File: src/rtl/ixs_pkg.sv
package ixs_pkg;
  localparam int DW = 8;
  localparam int AW = 2 * DW;

  typedef enum logic [2:0] {ST_IDLE, ST_OPLO, ST_OPHI, ST_DUMMY, ST_WRITE} seq_state_t;
  typedef enum logic [1:0] {SRC_A, SRC_X, SRC_Y, SRC_AX} src_t;

  typedef struct packed {
    logic valid;
    logic idx_is_x;
    logic corrupt;
    src_t src;
  } op_ctl_t;

  // incremented base high byte, 8-bit wrap
  function automatic logic [DW-1:0] bumped_hi(input logic [DW-1:0] hi);
    return hi + {{(DW-1){1'b0}}, 1'b1};
  endfunction

  // value left on the conflicting internal bus
  function automatic logic [DW-1:0] conflict_val(input logic [DW-1:0] r,
                                                 input logic [DW-1:0] hi);
    return r & bumped_hi(hi);
  endfunction
endpackage

File: src/rtl/ixs_decode.sv
module ixs_decode
  import ixs_pkg::*;
(
  input  logic [DW-1:0] opcode,
  output op_ctl_t       ctl
);
  always_comb begin
    ctl = '{valid: 1'b0, idx_is_x: 1'b0, corrupt: 1'b0, src: SRC_A};
    unique case (opcode)
      8'h9D: ctl = '{valid: 1'b1, idx_is_x: 1'b1, corrupt: 1'b0, src: SRC_A};
      8'h99: ctl = '{valid: 1'b1, idx_is_x: 1'b0, corrupt: 1'b0, src: SRC_A};
      8'h9C: ctl = '{valid: 1'b1, idx_is_x: 1'b1, corrupt: 1'b1, src: SRC_Y};
      8'h9E: ctl = '{valid: 1'b1, idx_is_x: 1'b0, corrupt: 1'b1, src: SRC_X};
      8'h9F: ctl = '{valid: 1'b1, idx_is_x: 1'b0, corrupt: 1'b1, src: SRC_AX};
      default: ;
    endcase
  end
endmodule

File: src/rtl/ixs_addr_unit.sv
module ixs_addr_unit
  import ixs_pkg::*;
(
  input  logic [DW-1:0] base_lo,
  input  logic [DW-1:0] base_hi,
  input  logic [DW-1:0] idx,
  input  logic [DW-1:0] src_val,
  input  logic          corrupt,
  output logic [AW-1:0] dummy_addr,
  output logic [AW-1:0] write_addr,
  output logic [DW-1:0] write_data,
  output logic          page_cross
);
  logic [DW:0]   lo_sum;
  logic [DW-1:0] hi_fixed;
  logic [DW-1:0] bus_val;

  always_comb begin
    lo_sum     = {1'b0, base_lo} + {1'b0, idx};
    page_cross = lo_sum[DW];
    bus_val    = conflict_val(src_val, base_hi);
    hi_fixed   = page_cross ? bumped_hi(base_hi) : base_hi;
    dummy_addr = {base_hi, lo_sum[DW-1:0]};
    write_data = corrupt ? bus_val : src_val;
    if (corrupt && page_cross) write_addr = {bus_val, lo_sum[DW-1:0]};
    else                       write_addr = {hi_fixed, lo_sum[DW-1:0]};
  end

  always_comb begin

    low_wrap_chk: assert (write_addr[DW-1:0] == dummy_addr[DW-1:0]);

    if (!corrupt || !page_cross)
      plain_sum_chk: assert (write_addr == ({base_hi, base_lo} + {{DW{1'b0}}, idx}));
  end
endmodule

File: src/rtl/ixs_store_seq.sv
module ixs_store_seq
  import ixs_pkg::*;
(
  input  logic          clk,
  input  logic          rst_n,
  input  logic          start,
  input  logic [7:0]    opcode,
  input  logic [15:0]   oper_pc,
  input  logic [7:0]    reg_a,
  input  logic [7:0]    reg_x,
  input  logic [7:0]    reg_y,
  input  logic [7:0]    rd_data,
  output logic [15:0]   addr,
  output logic          rd_en,
  output logic          wr_en,
  output logic [7:0]    wr_data,
  output logic          done
);
  seq_state_t    state_q;
  op_ctl_t       ctl_q, dec_ctl;
  logic [AW-1:0] pc_q;
  logic [DW-1:0] a_q, x_q, y_q, lo_q, hi_q;
  logic          done_q;

  logic          accept;
  logic [DW-1:0] idx, src_val, w_data;
  logic [AW-1:0] dummy_addr, w_addr;
  logic          page_cross;

  ixs_decode u_dec (.opcode(opcode), .ctl(dec_ctl));

  assign accept = start && (state_q == ST_IDLE) && dec_ctl.valid;
  assign idx    = ctl_q.idx_is_x ? x_q : y_q;

  always_comb begin
    unique case (ctl_q.src)
      SRC_A:   src_val = a_q;
      SRC_X:   src_val = x_q;
      SRC_Y:   src_val = y_q;
      default: src_val = a_q & x_q;
    endcase
  end

  ixs_addr_unit u_au (
    .base_lo(lo_q), .base_hi(hi_q), .idx(idx), .src_val(src_val),
    .corrupt(ctl_q.corrupt), .dummy_addr(dummy_addr), .write_addr(w_addr),
    .write_data(w_data), .page_cross(page_cross)
  );

  always_ff @(posedge clk) begin
    if (!rst_n) begin
      state_q <= ST_IDLE;
      ctl_q   <= '0;
      pc_q    <= '0;
      a_q     <= '0;
      x_q     <= '0;
      y_q     <= '0;
      lo_q    <= '0;
      hi_q    <= '0;
      done_q  <= 1'b0;
    end else begin
      done_q <= 1'b0;
      unique case (state_q)
        ST_IDLE: if (accept) begin
          state_q <= ST_OPLO;
          ctl_q   <= dec_ctl;
          pc_q    <= oper_pc;
          a_q     <= reg_a;
          x_q     <= reg_x;
          y_q     <= reg_y;
        end
        ST_OPLO: begin lo_q <= rd_data; state_q <= ST_OPHI; end
        ST_OPHI: begin hi_q <= rd_data; state_q <= ST_DUMMY; end
        ST_DUMMY: state_q <= ST_WRITE;
        default: begin state_q <= ST_IDLE; done_q <= 1'b1; end
      endcase
    end
  end

  always_comb begin
    addr    = '0;
    rd_en   = 1'b0;
    wr_en   = 1'b0;
    wr_data = '0;
    unique case (state_q)
      ST_OPLO:  begin addr = pc_q; rd_en = 1'b1; end
      ST_OPHI:  begin addr = pc_q + 16'd1; rd_en = 1'b1; end
      ST_DUMMY: begin addr = dummy_addr; rd_en = 1'b1; end
      ST_WRITE: begin addr = w_addr; wr_en = 1'b1; wr_data = w_data; end
      default: ;
    endcase
  end
  assign done = done_q;


  strobe_excl_chk: assert property (@(posedge clk) disable iff (!rst_n)
    !(rd_en && wr_en));

  done_after_write_chk: assert property (@(posedge clk) disable iff (!rst_n)
    done |-> $past(wr_en));

  write_after_dummy_chk: assert property (@(posedge clk) disable iff (!rst_n)
    wr_en |-> $past(rd_en));

  dummy_hi_chk: assert property (@(posedge clk) disable iff (!rst_n)
    (state_q == ST_DUMMY) |-> (addr[15:8] == $past(rd_data)));

  cross_hi_chk: assert property (@(posedge clk) disable iff (!rst_n)
    (wr_en && ctl_q.corrupt && page_cross) |-> (addr[15:8] == wr_data));
endmodule

File: config.mk
export PLATFORM = sky130hd
export DESIGN_NAME = ixs_store_seq
export DESIGN_NICKNAME = d
export VERILOG_FILES = /design/src/rtl/ixs_pkg.sv /design/src/rtl/ixs_decode.sv /design/src/rtl/ixs_addr_unit.sv /design/src/rtl/ixs_store_seq.sv
export SDC_FILE = /design/constraint.sdc
export NUM_CORES = 1
export LEC_CHECK = 0
export BUFFER_PORTS_ARGS = -buffer_cell sky130_fd_sc_hd__buf_2
export CAP_MARGIN = 20
export CORE_UTILIZATION = 30
export CTS_CLUSTER_SIZE = 30
export DETAILED_ROUTE_END_ITERATION = 10
export PLACE_DENSITY = 0.5
export SLEW_MARGIN = 0
export SYNTH_ARGS = -nofsm -noshare
export SYNTH_HDL_FRONTEND = slang
export SYNTH_SLANG_ARGS = --single-unit
File: constraint.sdc
create_clock -name clk -period 3.49 [get_ports clk]
set_clock_uncertainty 0.15 [all_clocks]
set_input_delay 0.5235 -clock clk [delete_from_list [all_inputs] [get_ports clk]]
set_output_delay 0.5235 -clock clk [all_outputs]
set_load 0.02 [all_outputs]
Word-level counts from Yosys, hierarchy flattened
Index checks and enable logic that the tools add are counted.
Storage, ports and cells
  register bits after elaboration: 64
  latch bits: 0
  memory bits (writable): 0
  bits in read-only memories: 0
  bits of input ports: 59
  output and inout port bits: 27
  logic and storage cells: 49
  memories: 0
Cells by class
  $add $sub $neg: 3
  multipliers: 0
  div/mod/pow operators: 0
  $lt $le $gt $ge: 0
  eq/ne operators: 12
  shift operators: 0
  mux-type cells: 13
  bitwise logic cells: 2
  reduce and logical (&&, ||, !) cells: 8
Operators by type and width (number)
  16-bit one-hot mux with 4 select lines: 1
  8-bit equality test (second input constant): 5
  8-bit 2-to-1 mux: 4
  5-bit one-hot mux with 5 select lines: 1
  8-bit one-hot mux with 3 select lines: 1
  16-bit by 1-bit adder with 16-bit output (second input constant): 1
  8-bit bitwise AND: 2
  16-bit 2-to-1 mux: 1
  3-bit one-hot mux with 4 select lines: 1
  8-bit by 8-bit adder with 9-bit output: 1
  8-bit by 1-bit adder with 8-bit output (second input constant): 1
  3-bit by 2-bit equality test with 1-bit output (second input constant): 2
  4-bit OR reduction: 1
  3-bit by 1-bit equality test with 1-bit output (second input constant): 1
  3-bit equality test (second input constant): 1
  1-bit logical AND: 3
  3-bit zero test: 1
  1-bit 2-to-1 mux: 3
  3-bit 2-to-1 mux: 1
  3-bit OR reduction: 1
  2-bit by 1-bit equality test with 1-bit output (second input constant): 1
  2-bit equality test (second input constant): 1
  2-bit zero test: 1
  2-bit != test (second input constant): 1
  2-bit AND reduction: 1

Depth between registers and ports, before layout
Gate-level depths: netlist (run 1).
  depth after elaboration: 5
  mapped depth: 11

Cells and area by module
From an unflattened synthesis (run 1), not the netlist that was laid out.
Second synthesis, totals
  cell total of the unflattened synthesis: 554
  area total of the unflattened synthesis: 4326.6 µm²
By module, submodules not included
  ixs_store_seq: instances 1, cells an instance 426, area an instance 3395.8 µm², seq. area each 1281.2 µm²
  ixs_addr_unit: instances 1, cells an instance 117, area an instance 839.6 µm², seq. area each 0.0 µm²
  ixs_decode: instances 1, cells an instance 11, area an instance 91.3 µm², seq. area each 0.0 µm²

Worst setup path after synthesis (run 1)
No wires, ideal clock.
  path type: register -> output
  start point: register ctl_q[3] (netlist name)
  end point: output port addr[12]
  arrival: 2.648 ns
  slack: 0.169 ns
  cell stages (with the launch flop): 12
  path buffers: 1
  cell sequence: dfxtp_1 -> clkbuf_1 -> mux2_2 -> ha_1 -> inv_1 -> fa_1 -> nor2b_1 -> o31a_4 -> o31a_4 -> nand2_4 -> or4_1 -> o2111ai_1
Between the ends
  longest elaborated chain between the ends: 5
Ends and longest elaborated chain
  start, declared: line ixs_store_seq.sv:20  | op_ctl_t ctl_q, dec_ctl;
  start signal, assigned: line ixs_store_seq.sv:66  | ctl_q <= dec_ctl;
  8-bit 2-to-1 mux (*): line ixs_store_seq.sv:33  | assign idx = ctl_q.idx_is_x ? x_q : y_q;
  8-bit by 8-bit adder with 9-bit output (*): line ixs_addr_unit.sv:19  | lo_sum = {1'b0, base_lo} + {1'b0, idx};
  8-bit 2-to-1 mux or 1-bit logical AND (tied branches): line ixs_addr_unit.sv:22, ixs_addr_unit.sv:25
  16-bit 2-to-1 mux (*): line ixs_addr_unit.sv:25  | if (corrupt && page_cross) write_addr = {bus_val, lo_sum[DW-1:0]};
  16-bit one-hot mux with 4 select lines (*): line ixs_store_seq.sv:85  | unique case (state_q)
  end, declared: line ixs_store_seq.sv:13  | output logic [15:0] addr,
Every way passes the cells marked *; elsewhere a longest branch is shown, timed or not.

Final worst setup path (run 1)
  start point: register ctl_q[3] (netlist name)
  end point: output port addr[8]
The elaborated chain is that of the path after synthesis.

==> run metrics, run 1 <==
io pins 86; DR vias/cell just over 5; DP Wirelength around 10 mm; final worst path period need around 3.5 ns; CTS Buffer Depth 2; Synth cell types slightly below 60; Worst slew margin 0.378; via count 4,061; cell taking the most area after synthesis dfxtp_1; Worst Path Required between 2 and 3 ns; Worst Path Max Fanout 6; CTS tree yes; clock slew seen by the registers of the worst setup and hold paths 0.05 ns; Seq/Total Area, Yosys 0.317; RSZ-0062 raised after global routing true; Peak supply drop between 0.3 and 0.4 mV; GR Layer Usage met1 0.265; Setup TNS Final 0 ns; Tcrit/Tclk final 0.998; Die W between 100 and 150 µm; TritonCTS buffer count 9; DR WL/cell roughly 16 µm; cell count after synthesis 530; final wirelength ~13 mm; num rows between 40 and 50; pwr dens 333 nW/µm²; crit path kind flop to output port; Hold Crit Class input pin to flop; CP Cell Sequence buf_8, mux2_4, ha_4, and2_4, or3_4, o31a_4, nand2_4, a211oi_2, a211o_1, buf_6; synth cell count leaders 144 x nand2_1, 64 x dfxtp_1, 57 x a21boi_1; pin count of the biggest net entering global routing 65; Clock Latency Late Sink between 0.3 and 0.4 ns; hold path start reg_x[5]; global route total overflow 0; grt met2 use 0.292; final setup violating endpoints 0; Die Ht 118 µm; n_diodes 0; P&R area growth vs syn 27.9%; YS warnings 0; I/O Buffers between 80 and 90; Worst-Margin Slew between 0.9 and 1 ns; fin. max-slew vios 0; MaxCap Viol Count 0; outcome completed; reg2reg start state_q[0]; final net count about 700; # DRC 0; number of antenna violations at the first check in global routing 0; routability congestion estimate from global placement about 0.92; GR peak layer met2; met3 GRT Util 0.0417; Yosys reg bits 64; number of synthesized flops with an enable pin 0; Mapped Nets 600; Async S/R FF share, synth 0; CP Data Arrival Time roughly 2.8 ns; Global Route Usage Sum 0.193; Die Area around 14,000 µm²; first-pass GRT wire length just over 20 mm; CP max stage delay approximately 0.37 ns; layout cells sized above 1 0.253; depth of the CTS H-tree 3; top_reg_cell synth dfxtp_1; Util after Layout 0.392; crit start category flop; DRT antenna net count 0; starting density of the core 0.307; clk root buf clkbuf_16; Synth area leaders dfxtp_1 32%, nand2_1 13%, a21boi_1 11%; number of global-route vias before repair around 3,800; Critical-path top delay cell dfxtp_4; Post-Syn Area 4050 µm²; # clock sinks 64; initial drt markers around 270; max frequency around 290 MHz; core region area between 10,000 and 15,000 µm²; DRT Pass-1 Iters 6; syn_area_per_cell roughly 7.6 µm²; top-count cell post-synth nand2_1; CP Capture Type output port; Leak approximately 0.0020 µW; Yosys top cell area share 0.317; crit path launch ctl_q[3]; endpoints failing hold 0
-- area by class of cell --
type | instances | area, µm²
Fill cell | 1394 | 8020
Multi-Input combinational cell | 419 | 2710
Sequential cell | 64 | 1280
Timing Repair Buffer | 103 | 604
Clock buffer | 11 | 243
Tap cell | 176 | 220
Clock inverter | 5 | 56.3
Inverter | 14 | 52.6
-- repair_timing --
item	4_1_cts	5_1_grt
buffers inserted	5	2
hold buffers	0	0
endpoints found under the setup margin	12	9
pin swaps	10	11
resized for setup	27	13
-- power breakdown --
part	switching (µW)	internal (µW)
clock	331	570
sequential	5.67	734
combinational	38.9	44.5
-- kinds of logic (layout without fill, tap and decap cells) --
kind of cell / after synthesis / count (layout) / synth area share
adders and majority gates: 11 / 11 / 0.0359
xor gates and xnor gates: 14 / 14 / 0.0303
muxes: 16 / 16 / 0.0421
and+or+nand+nor: 221 / 221 / 0.246
DFF: 64 / 64 / 0.317
buffers and inverters: 47 / 133 / 0.0492
AOI/OAI and AO/OA: 157 / 157 / 0.280
-- path summary, 6_finish.rpt --
| path | endpoint | slack, ns | cells after the start |
|---|---|---|---|
| worst min-delay path | x_q[5] | 0.27 | 3 |
| worst max-delay path | addr[8] | 0.008 | 10 |
| worst min register to register | a_q[2] | 0.31 | 2 |
| worst max register to register | lo_q[2] | 1.48 | 5 |
-- per-layer routing --
layer  wire, µm  vias to the layer above
li1           -                     2032
met1       6300                     1898
met2       5810                      118
met3        632                       13
met4        237                        0
met5          0                        -
-- layout by cell type, fill, tap and decap left out, types with 6 or more instances in the layout --
| cell type | Yosys | final |
|---|---|---|
| dfxtp_1 | 64 | 63 |
| mux2i_1 | 8 | 7 |
| nand3_1 | 14 | 13 |
| ha_4 | 0 | 6 |
| nor2b_1 | 8 | 7 |
| o21ai_0 | 16 | 16 |
| xnor2_1 | 8 | 8 |
| nand2_1 | 144 | 144 |
| clkbuf_16 | 0 | 9 |
| xor2_1 | 6 | 6 |
| inv_1 | 11 | 10 |
| and3_1 | 8 | 8 |
| nor2_1 | 14 | 13 |
| buf_2 | 15 | 78 |
| a21boi_1 | 57 | 57 |
| nor3_1 | 7 | 6 |
| buf_4 | 1 | 19 |
| o21ai_1 | 8 | 8 |
| a211oi_1 | 10 | 8 |
| a21oi_1 | 18 | 18 |
-- stage by stage --
step	total power (µW)	instances	setup WS [ns]	hold WS [ns]	area (µm²)
CTS	1760	790	-0.0457	0.252	5110
detailed placement	838	769	0.142	0.302	4640
floorplan	790	530	0.169	0.285	4050
finish	1720	792	0.00812	0.272	5170
global placement	836	769	0.239	0.297	4640
global route	1790	792	-0.0630	0.265	5170
-- worst max-delay path, delay by kind of cell, from the launching register on --
kind | cells | cell delay [ns]
and+or+nand+nor | 3 | 0.58
muxes | 1 | 0.32
DFF | 1 | 0.37
buffers and inverters | 2 | 0.27
AOI/OAI and AO/OA | 3 | 0.70
adders and majority gates | 1 | 0.22
-- registers in the layout, indices dropped and copies added (netlist names) --
signal,count
a_q,8
ctl_q,4
done,1
hi_q,8
lo_q,8
pc_q,16
state_q,3
x_q,8
y_q,8
(Power assumes the default switching activity.)
==> inputs of run 2 (changes only) <==
Settings changed: SETUP_SLACK_MARGIN set to 0.02.
==> run metrics, run 2 (same netlist as run 1, synthesis figures left out) <==
Worst slew margin 0.384 (was 0.378); Die W 118 µm (unchanged); non-filler cells in the finished layout 792 (unchanged); number of antenna violations at the first check in global routing 0 (unchanged); clk root buf clkbuf_16 (unchanged); Tcrit/Tclk final 0.998 (about the same); core region area 13,200 µm² (unchanged); cells on worst reg2reg path 5 (unchanged); Worst Path Max Fanout 6 (unchanged); Leak 0.00199 µW (unchanged); Tot Pwr 1730 µW (was 1720 µW); final setup violating endpoints 0 (unchanged); CP Buf/Inv Count 2 (unchanged); endpoints failing hold 0 (unchanged); io pins 86 (unchanged); post-placement cell count 769 (unchanged); DR vias/cell 5.16 (was 5.13); num rows 42 (unchanged); crit start category flop (unchanged); crit path kind flop to output port (unchanged); placed cell area 4640 µm² (unchanged); MaxCap Viol Count 0 (unchanged); number of global-route vias before repair 3,813 (was 3,814); CTS tree yes (unchanged); # DRC 0 (unchanged); clock slew seen by the registers of the worst setup and hold paths 0.05 ns (about the same); worst hold path depth 3 (unchanged); CP Capture Type output port (unchanged); final worst path period need 3.48 ns (about the same); via count 4,085 (was 4,061); final wirelength 13.0 mm (about the same); commonest non-fill, non-tap cell in the layout nand2_1 (unchanged); TritonCTS buffer count 9 (unchanged); DRT Pass-1 Iters 4 (was 6); first-pass GRT wire length 20.7 mm (about the same); Worst Path Required 2.82 ns (about the same); Worst-Margin Slew 0.924 ns (was 0.934 ns); DR WL/cell 16.4 µm (about the same); CTS Buffer Depth 2 (unchanged); CP Data Arrival Time 2.81 ns (about the same); layout cells sized above 1 0.253 (unchanged); Global Route Usage Sum 0.193 (about the same); Peak supply drop 0.301 mV (was 0.302 mV); Die Area 14,000 µm² (unchanged); initial drt markers 281 (was 268); I/O Buffers 85 (unchanged); n_diodes 0 (unchanged); pwr dens 334 nW/µm² (was 333 nW/µm²); Sequential Area 1280 µm² (unchanged); global route total overflow 0 (unchanged); Biggest register pc_q (unchanged); crit-path leading delay family compound AO/OA/AOI/OAI gates (unchanged); max FFs per register 16 (unchanged); Fill cells 1,394 (unchanged); final net count 681 (unchanged); depth of the CTS H-tree 3 (unchanged); Die Ht 118 µm (unchanged); P&R area growth vs syn 27.9% (unchanged); multi-input logic area 2710 µm² (unchanged); Clock Latency Late Sink 0.34 ns (about the same); max frequency 287 MHz (about the same); routability congestion estimate from global placement 0.918 (unchanged); outcome completed (unchanged); final instance area 5170 µm² (unchanged); CP max stage delay 0.37 ns (about the same); Critical-path top delay cell dfxtp_4 (unchanged); fin. max-slew vios 0 (unchanged); starting density of the core 0.307 (unchanged); DRT antenna net count 0 (unchanged); CP Cell Sequence buf_8, mux2_4, ha_4, and2_4, or3_4, o31a_4, nand2_4, a211oi_2, a211o_1, buf_6 (unchanged); Hold Crit Class input pin to flop (unchanged); cell depth of the worst setup path 10 (unchanged); DP Wirelength 9.76 mm (unchanged); # clock sinks 64 (unchanged); pin count of the biggest net entering global routing 65 (unchanged); commonest cells after routing, fill and taps aside 144 x nand2_1, 78 x buf_2, 63 x dfxtp_1 (unchanged); RSZ-0062 raised after global routing true (unchanged)
[run 2: final cells by class]
type                    instances  share of cell area
flip-flops and latches         64               0.248
inverters                      14              0.0102
clock inverters                 5              0.0109
repair buffers                103               0.117
multi-input cells             419               0.524
clock buffers                  11              0.0469
well taps                     176              0.0426
[run 2: routing by layer]
metal,vias up,routed length (µm),track usage
met1,1922,6320,0.265
met4,0,171,0.0761
met3,10,664,0.0417
li1,2030,-,-
met2,123,5840,0.292
met5,-,0,0
[run 2: path summary, 6_finish.rpt]
path,start,end,slack (ns)
max,ctl_q[3],addr[8],0.008
min,reg_x[5],x_q[5],0.27
max reg2reg,state_q[0],lo_q[2],1.48
min reg2reg,a_q[2],a_q[2],0.30
[run 2: what timing repair did]
item                                    4_1_cts  5_1_grt
setup buffers                                 5        2
pin swaps                                    10       12
hold buffers                                  0        0
gates resized for setup                      27       13
endpoints found under the setup margin       12       11
[run 2: stage by stage]
step / TNS (ns) / hold slack [ns] / worst slack [ns] / utilization
floorplan: 0 / 0.285 / 0.169 / -
global placement: 0 / 0.297 / 0.239 / 0.351
detailed placement: 0 / 0.302 / 0.142 / 0.351
CTS: -0.169 / 0.252 / -0.0460 / 0.387
global route: -0.342 / 0.265 / -0.0630 / 0.392
finish: 0 / 0.268 / 0.00810 / 0.392
[run 2: worst reg2reg max path: stages (launching register included)]
cell,delay (ns)
dfxtp_1,0.74
inv_2,0.14
nor2_1,0.27
nand2_1,0.37
nand2_1,0.18
a21boi_1,0.07
[run 2: power by group]
part | internal, µW | leakage, µW | switching, µW
Clock | 570 | 0.000145 | 334
Combinational | 44.5 | 0.00133 | 38.8
Sequential | 734 | 0.000516 | 5.68
Total | 1350 | 0.00199 | 378
